`src/rtl/gpr_pkg.sv`:
```
package gpr_pkg;
  localparam int XLEN   = 32;
  localparam int NREG   = 8;
  localparam int SEL_W  = $clog2(NREG);
  localparam int LANES  = XLEN / 8;

  typedef enum logic [1:0] {
    ACC_BLO  = 2'd0,
    ACC_BHI  = 2'd1,
    ACC_HALF = 2'd2,
    ACC_WORD = 2'd3
  } acc_kind_t;

  typedef struct packed {
    logic [SEL_W-1:0] idx;
    acc_kind_t        kind;
  } acc_t;

  // selector + sizing inputs -> register index and access kind
  function automatic acc_t decode_access(input logic [SEL_W-1:0] sel,
                                         input logic wfield,
                                         input logic wbit,
                                         input logic op32);
    acc_t a;
    if (wfield && !wbit) begin
      a.idx  = {1'b0, sel[SEL_W-2:0]};
      a.kind = sel[SEL_W-1] ? ACC_BHI : ACC_BLO;
    end else begin
      a.idx  = sel;
      a.kind = op32 ? ACC_WORD : ACC_HALF;
    end
    return a;
  endfunction

  function automatic logic [LANES-1:0] lanes_of(input acc_kind_t k);
    case (k)
      ACC_BLO:  return LANES'(4'b0001);
      ACC_BHI:  return LANES'(4'b0010);
      ACC_HALF: return LANES'(4'b0011);
      default:  return {LANES{1'b1}};
    endcase
  endfunction

  function automatic logic [XLEN-1:0] merge_write(input logic [XLEN-1:0] old_v,
                                                  input logic [XLEN-1:0] din,
                                                  input acc_kind_t k);
    case (k)
      ACC_BLO:  return {old_v[XLEN-1:8], din[7:0]};
      ACC_BHI:  return {old_v[XLEN-1:16], din[7:0], old_v[7:0]};
      ACC_HALF: return {old_v[XLEN-1:16], din[15:0]};
      default:  return din;
    endcase
  endfunction

  function automatic logic [XLEN-1:0] extract_read(input logic [XLEN-1:0] v,
                                                   input acc_kind_t k);
    case (k)
      ACC_BLO:  return {{(XLEN-8){1'b0}}, v[7:0]};
      ACC_BHI:  return {{(XLEN-8){1'b0}}, v[15:8]};
      ACC_HALF: return {{(XLEN-16){1'b0}}, v[15:0]};
      default:  return v;
    endcase
  endfunction
endpackage

```
`src/rtl/gpr_access_decode.sv`:
```
module gpr_access_decode
  import gpr_pkg::*;
(
  input  logic             clk,
  input  logic             rst_n,
  input  logic [SEL_W-1:0] sel,
  input  logic             wfield,
  input  logic             wbit,
  input  logic             op32,
  output logic [SEL_W-1:0] idx,
  output acc_kind_t        kind,
  output logic [LANES-1:0] lanes
);
  acc_t dec;

  always_comb begin
    dec   = decode_access(sel, wfield, wbit, op32);
    idx   = dec.idx;
    kind  = dec.kind;
    lanes = lanes_of(dec.kind);
  end

  // byte access touches exactly one lane in either op size
  a_r2_byte_one_lane: assert property (@(posedge clk) disable iff (!rst_n)
    (wfield && !wbit) |-> ($countones(lanes) == 1));

  // low-byte codes map to lane 0 of registers 0..3
  a_r3_low_byte_map: assert property (@(posedge clk) disable iff (!rst_n)
    (wfield && !wbit && !sel[SEL_W-1]) |-> (lanes[0] && idx[SEL_W-1] == 1'b0
                                            && idx[SEL_W-2:0] == sel[SEL_W-2:0]));

  // high-byte codes map to lane 1 of registers 0..3
  a_r4_high_byte_map: assert property (@(posedge clk) disable iff (!rst_n)
    (wfield && !wbit && sel[SEL_W-1]) |-> (lanes[1] && !lanes[0] && idx[SEL_W-1] == 1'b0));

  // full-size accesses keep the selector and follow op32
  a_r5_full_width: assert property (@(posedge clk) disable iff (!rst_n)
    (!(wfield && !wbit) && op32) |-> (&lanes && idx == sel));
  a_r6_half_width: assert property (@(posedge clk) disable iff (!rst_n)
    (!(wfield && !wbit) && !op32) |-> (lanes[1:0] == 2'b11 && !lanes[LANES-1] && idx == sel));
endmodule

```
`src/rtl/gpr_write_bank.sv`:
```
module gpr_write_bank
  import gpr_pkg::*;
(
  input  logic                       clk,
  input  logic                       rst_n,
  input  logic                       wr_en,
  input  logic [SEL_W-1:0]           wr_idx,
  input  acc_kind_t                  wr_kind,
  input  logic [LANES-1:0]           wr_lanes,
  input  logic [XLEN-1:0]            wr_data,
  output logic [NREG-1:0][XLEN-1:0]  regs
);
  logic [NREG-1:0] hit;
  logic [XLEN-1:0] bitmask;

  genvar gl;
  generate
    for (gl = 0; gl < LANES; gl++) begin : g_mask
      assign bitmask[gl*8 +: 8] = {8{wr_lanes[gl]}};
    end
  endgenerate

  genvar gr;
  generate
    for (gr = 0; gr < NREG; gr++) begin : g_reg
      assign hit[gr] = wr_en && (wr_idx == SEL_W'(gr));

      always_ff @(posedge clk) begin
        if (!rst_n)       regs[gr] <= '0;
        else if (hit[gr]) regs[gr] <= merge_write(regs[gr], wr_data, wr_kind);
      end

      // reset clears every register
      a_r1_reset_clear: assert property (@(posedge clk)
        !rst_n |=> (regs[gr] == '0));

      // no write without enable and address match
      a_r9_hold: assert property (@(posedge clk) disable iff (!rst_n)
        !hit[gr] |=> $stable(regs[gr]));

      // bits outside the addressed lanes survive a write
      a_r7_unselected_kept: assert property (@(posedge clk) disable iff (!rst_n)
        hit[gr] |=> (((regs[gr] ^ $past(regs[gr])) & ~$past(bitmask)) == '0));
    end
  endgenerate
endmodule

```
`src/rtl/gpr_read_port.sv`:
```
module gpr_read_port
  import gpr_pkg::*;
(
  input  logic                      clk,
  input  logic                      rst_n,
  input  logic [NREG-1:0][XLEN-1:0] regs,
  input  logic [SEL_W-1:0]          rd_idx,
  input  acc_kind_t                 rd_kind,
  input  logic [LANES-1:0]          rd_lanes,
  output logic [XLEN-1:0]           rd_data
);
  logic [XLEN-1:0] picked;

  always_comb begin
    picked  = regs[rd_idx];
    rd_data = extract_read(picked, rd_kind);
  end

  // zero-extension of narrow reads
  a_r8_byte_zext: assert property (@(posedge clk) disable iff (!rst_n)
    ($countones(rd_lanes) == 1) |-> (rd_data[XLEN-1:8] == '0));
  a_r8_half_zext: assert property (@(posedge clk) disable iff (!rst_n)
    (rd_lanes == LANES'(4'b0011)) |-> (rd_data[XLEN-1:16] == '0));
endmodule

```
`src/rtl/gpr_sized_file.sv`:
```
module gpr_sized_file
  import gpr_pkg::*;
(
  input  logic             clk,
  input  logic             rst_n,
  input  logic [SEL_W-1:0] rd_reg,
  input  logic             rd_wfield,
  input  logic             rd_wbit,
  input  logic             rd_op32,
  output logic [XLEN-1:0]  rd_data,
  input  logic             wr_en,
  input  logic [SEL_W-1:0] wr_reg,
  input  logic             wr_wfield,
  input  logic             wr_wbit,
  input  logic             wr_op32,
  input  logic [XLEN-1:0]  wr_data
);
  logic [SEL_W-1:0]          rd_idx, wr_idx;
  acc_kind_t                 rd_kind, wr_kind;
  logic [LANES-1:0]          rd_lanes, wr_lanes;
  logic [NREG-1:0][XLEN-1:0] regs;

  gpr_access_decode u_rd_dec (
    .clk(clk), .rst_n(rst_n), .sel(rd_reg), .wfield(rd_wfield), .wbit(rd_wbit),
    .op32(rd_op32), .idx(rd_idx), .kind(rd_kind), .lanes(rd_lanes));

  gpr_access_decode u_wr_dec (
    .clk(clk), .rst_n(rst_n), .sel(wr_reg), .wfield(wr_wfield), .wbit(wr_wbit),
    .op32(wr_op32), .idx(wr_idx), .kind(wr_kind), .lanes(wr_lanes));

  gpr_write_bank u_bank (
    .clk(clk), .rst_n(rst_n), .wr_en(wr_en), .wr_idx(wr_idx), .wr_kind(wr_kind),
    .wr_lanes(wr_lanes), .wr_data(wr_data), .regs(regs));

  gpr_read_port u_rd (
    .clk(clk), .rst_n(rst_n), .regs(regs), .rd_idx(rd_idx), .rd_kind(rd_kind),
    .rd_lanes(rd_lanes), .rd_data(rd_data));
endmodule

```
`config.mk`:
```
export PLATFORM = sky130hd
export DESIGN_NAME = gpr_sized_file
export DESIGN_NICKNAME = d
export VERILOG_FILES = /design/src/rtl/gpr_pkg.sv /design/src/rtl/gpr_access_decode.sv /design/src/rtl/gpr_write_bank.sv /design/src/rtl/gpr_read_port.sv /design/src/rtl/gpr_sized_file.sv
export SDC_FILE = /design/constraint.sdc
export NUM_CORES = 1
export LEC_CHECK = 0
export ABC_AREA = 1
export BUFFER_PORTS_ARGS = -buffer_cell sky130_fd_sc_hd__buf_2
export CAP_MARGIN = 20
export CORE_MARGIN = 2
export CORE_UTILIZATION = 65
export CTS_BUF_LIST = sky130_fd_sc_hd__clkbuf_4 sky130_fd_sc_hd__clkbuf_8
export CTS_CLUSTER_DIAMETER = 80
export DETAILED_ROUTE_END_ITERATION = 6
export GPL_ROUTABILITY_DRIVEN = 0
export PLACE_DENSITY = 0.85
export SLEW_MARGIN = 20
export SYNTH_ARGS = -nofsm -noshare
export SYNTH_HDL_FRONTEND = slang
export SYNTH_SLANG_ARGS = --single-unit
```
`constraint.sdc`:
```
create_clock -name clk -period 4.9 [get_ports clk]
set_clock_uncertainty 0.1 [all_clocks]
set_input_delay 0.98 -clock clk [delete_from_list [all_inputs] [get_ports clk]]
set_output_delay 0.98 -clock clk [all_outputs]
set_load 0.02 [all_outputs]
```
After elaboration in Yosys (flattened, before gate mapping)
Cells that the tools add are included.

storage, ports and cells
  register bits after elaboration = 256
  bits of input ports = 47
  output and inout bits = 32
  word-level logic and storage cells = 88

operators by class
  magnitude comparators = 1
  equal/unequal tests = 11
  mux-type cells = 10
  bitwise logic cells = 3
  reductions and logical operators = 39

operator list
  kind                number
  $pmux 32 s3         2
  $bmux 32 s3         1
  $mux 32             1
  $reduce_and 2->1    16
  $reduce_and 4->1    8
  $eq 3x3->1 const B  4
  $logic_and 1x1->1   10
  $mux 5              2
  $eq 3x2->1 const B  2
  $eq 2x1->1 const B  2
  $eq 2x2->1 const B  2
  $logic_not 2->1     2
  $lt 3x4->1 const B  1
  $mux 1              4
  $eq 3x1->1 const B  1
  $logic_not 3->1     1
  $not 1->1           3
  $logic_not 1->1     2

Logic depth before layout (Yosys ltp)
  word-level depth = 6
  mapped depth = 9

Hierarchy
A second synthesis with hierarchy kept.

second synthesis, totals
  cell total of the unflattened synthesis = 2314
  area total of the unflattened synthesis = 13556.8 sq um

by module, submodules not included
  module             times used  cells an instance  area an instance (sq um)  seq. area each (sq um)
  gpr_write_bank     1           1667               10656.5                   5124.9
  gpr_read_port      1           617                2757.6                    0.0
  gpr_access_decode  2           15                 71.3                      0.0

Least setup slack after synthesis
OpenSTA, ideal clock, no wires.

  path kind = in2out
  start = input port rd_reg[1]
  end = output port rd_data[15]
  data arrival time = 2.239 ns
  required time = 3.820 ns
  slack = 1.581 ns
  stages on the path = 7
  path buffers = 3
  cell sequence = clkbuf_1 -> inv_1 -> buf_2 -> buf_2 -> nand3_1 -> nand2_1 -> o21ai_0

on the way
  word-level cells in the longest chain between the ends = 4

ends and longest elaborated chain
  element                        RTL line              RTL
  from (decl)                    gpr_sized_file.sv:6   input logic [SEL_W-1:0] rd_reg,
  $mux 5                         gpr_pkg.sv:25         if (wfield && !wbit) begin
  $bmux 32 s3                    gpr_read_port.sv:15   picked = regs[rd_idx];
  $mux 32 (not written as such)  gpr_read_port.sv:15
  $pmux 32 s3                    gpr_pkg.sv:57         case (k)
  to (decl)                      gpr_sized_file.sv:10  output logic [XLEN-1:0] rd_data,

Every way passes these cells. The select of a mux whose other input is x is not followed.

Final worst setup path
  start = input port rd_reg[0]
  end = output port rd_data[22]

Same word-level chain as after synthesis.

==> results_dict.tcl <==
set metrics [dict create \
    start_util 0.661 \
    ir_drop_v 0.000230 \
    regMostFlops "u_bank.regs" \
    hold_violations 0 \
    die_h_um 136 \
    vias_per_cell 6.05 \
    stdcell_count 1951 \
    path_clk_slew_ns 0.06 \
    clock_sinks 256 \
    portBuffers 78 \
    largest_reg_flops 256 \
    setup.worst_path.class "in -> out" \
    p_clk_frac 0.430 \
    die_w_um 136 \
    drc 0 \
    critPathLaunchType "input port" \
    place_hpwl_um 20600 \
    switching_share 0.264 \
    synthAdderAreaFrac 0 \
    synth_area_leaders "dfxtp_1 45%, o21ai_0 11%, nand2_1 9.8%, nor2_1 8.9%, a21oi_1 8.4%" \
    rows 48 \
    rsz0062_at_grt "no" \
    powerDensity_mw_per_mm2 366 \
    synth_seq_cells 256 \
    critPathRequiredTime_ns 3.82 \
    slew_headroom 0.277 \
    syn_avg_cell_area_um2 6.77 \
    tightestPinTransition_ns 1.08 \
    fmax_mhz 238 \
    synth_xor_area_frac 0 \
    dp_cells 1877 \
    vias 11809 \
    grt_pass1_wl_um 54200 \
    p_leak_nw 5.31 \
    combPwrFrac 0.105 \
    crit_fanout 46 \
    hold_path_class "reg -> reg" \
    synth_area_mm2 0.0114 \
    seqPwrFrac 0.465 \
    drt_iter0_markers 1547 \
    synth_top_family_by_area "simple AND/OR/NAND/NOR gates" \
    numCtsBuffers 42 \
    slew_viol_final 0 \
    gr-total-overflow 0 \
    setup_viol 0 \
    syn_nets 1725 \
    p_switching_mw 1.22 \
    p_total_mw 4.63 \
    end_kind "output port" \
    ctsHtreeMaxLevel 2 \
    reg_top3 "u_bank.regs: 256 flops" \
    cts_buffer_depth 3 \
    synth-async-reset-ratio 0 \
    drt-total-wl_um 34600 \
    routedWlPerCell_um 17.7 \
    core_area_mm2 0.0172 \
    synth-simple-area-share 0.260 \
    cts_tree "done" \
    clkLatencyLatePin_ns 0.54 \
    ioPinCount 79 \
    nNetsFinal 1744 \
    first_pass_iters 6 \
    ys_types 17 \
    grt_start_max_net_pins 108 \
    grt_pass1_vias 10574 \
    max_cap_viol_count 0 \
    root_buffer "clkbuf_8" \
    synthCells 1678 \
    yosysSeqAreaShare 0.451 \
    cts_setup_buffers 0 \
    internal-power_mw 3.41 \
    synth_warnings 0 \
    synthFlopType "dfxtp_1" \
    area_delta_synth_final_pct 11.5 \
    post-route-period-util 0.859 \
    synth_compound_area_frac 0.214 \
    diodes 0 \
    final_area_mm2 0.0127 \
    synth_edf_count 0 \
    whs_ns 0.359 \
    ctsHoldBuffers 0 \
    antenna_found_initial 0 \
    synth_top_cell_area_share 0.451 \
    fin_crit_ns 4.21 \
    cts_repair_resize_count 0 \
    status "finished, final reports clean" \
    yosys-top-cells-count "298 x nand2_1, 269 x nor2_1, 256 x dfxtp_1" \
    post-synth-top-area-cell "dfxtp_1" \
    drive_above_1_share 0.106 \
    post_dp_cell_area_mm2 0.0117 \
    synth.most_common_cell "nand2_1" \
    grt_use_total 0.367 \
    tns_ns 0 \
    postRouteAntennaNets 0 \
    cp.arrival_ns 3.13 \
    die_area_mm2 0.0185 \
    muxShareOfSynthArea 0 \
]
==> worst paths after layout <==
path              startpoint  cells after the start               to  slack, ns
max                rd_reg[0]                      8      rd_data[22]       0.69
min          u_bank.regs[56]                      2  u_bank.regs[56]       0.36
max reg2reg  u_bank.regs[84]                      4  u_bank.regs[84]       4.01
min reg2reg  u_bank.regs[56]                      2  u_bank.regs[56]       0.36
==> metrics by stage <==
stage	util	setup WS (ns)
finish	0.738	0.691
global route	0.738	0.621
CTS	0.736	0.788
detailed placement	0.684	0.792
global placement	0.684	0.766
floorplan	-	1.58
==> power by group through the flow <==
stage | sequential, mW | combinational, mW | clock, mW
after global routing | 2.16 | 0.529 | 2.07
after floorplan | 2.19 | 0.312 | 0
after CTS | 2.15 | 0.472 | 1.98
after global placement | 2.20 | 0.464 | 0
final | 2.15 | 0.488 | 1.99
after detailed placement | 2.20 | 0.470 | 0
==> logic make-up after synthesis <==
| family | Yosys count |
|---|---|
| DFF | 256 |
| AOI/OAI and AO/OA | 475 |
| and+or+nand+nor | 731 |
| buffers and inverters | 216 |
==> routing by layer <==
metal  wire length [µm]  vias to the layer above  global-route usage
met3               3880                      117              0.0865
li1                   -                     5569                   -
met4               1280                        0               0.166
met5                  0                        -                   0
met1              14000                     5388               0.503
met2              15400                      735               0.551
==> layout make-up <==
type	instances	area [µm²]
fillers	1394	4510
inverters	92	348
flip-flops and latches	256	5120
multi-input cells	1206	5420
well taps	225	282
clock buffers	71	858
clock inverters	2	35.0
repair buffers	99	598
==> cell usage in the layout (no fill, tap or decap) <==
master       n
nand2_1    298
nor2_1     263
dfxtp_1    256
o21ai_0    251
a21oi_1    190
nand3_1    162
inv_1       81
buf_2       76
clkbuf_8    52
buf_4       20
clkbuf_4    19
o211ai_1    16
o22ai_1     15
clkinv_1     8
nor2_2       4
nor2_4       4
clkinv_2     3
o21ai_1      3
buf_12       2
inv_2        1
bufinv_16    1
buf_16       1
==> critical path, stage by stage <==
cell and delay, ns:
buf_4 0.27, clkinv_2 0.62, buf_12 0.42, o21ai_0 0.38, nand2_1 0.10, nor2_1 0.11, nor2_1 0.06, buf_2 0.15
No activity file was read; power rests on OpenSTA's default activity.
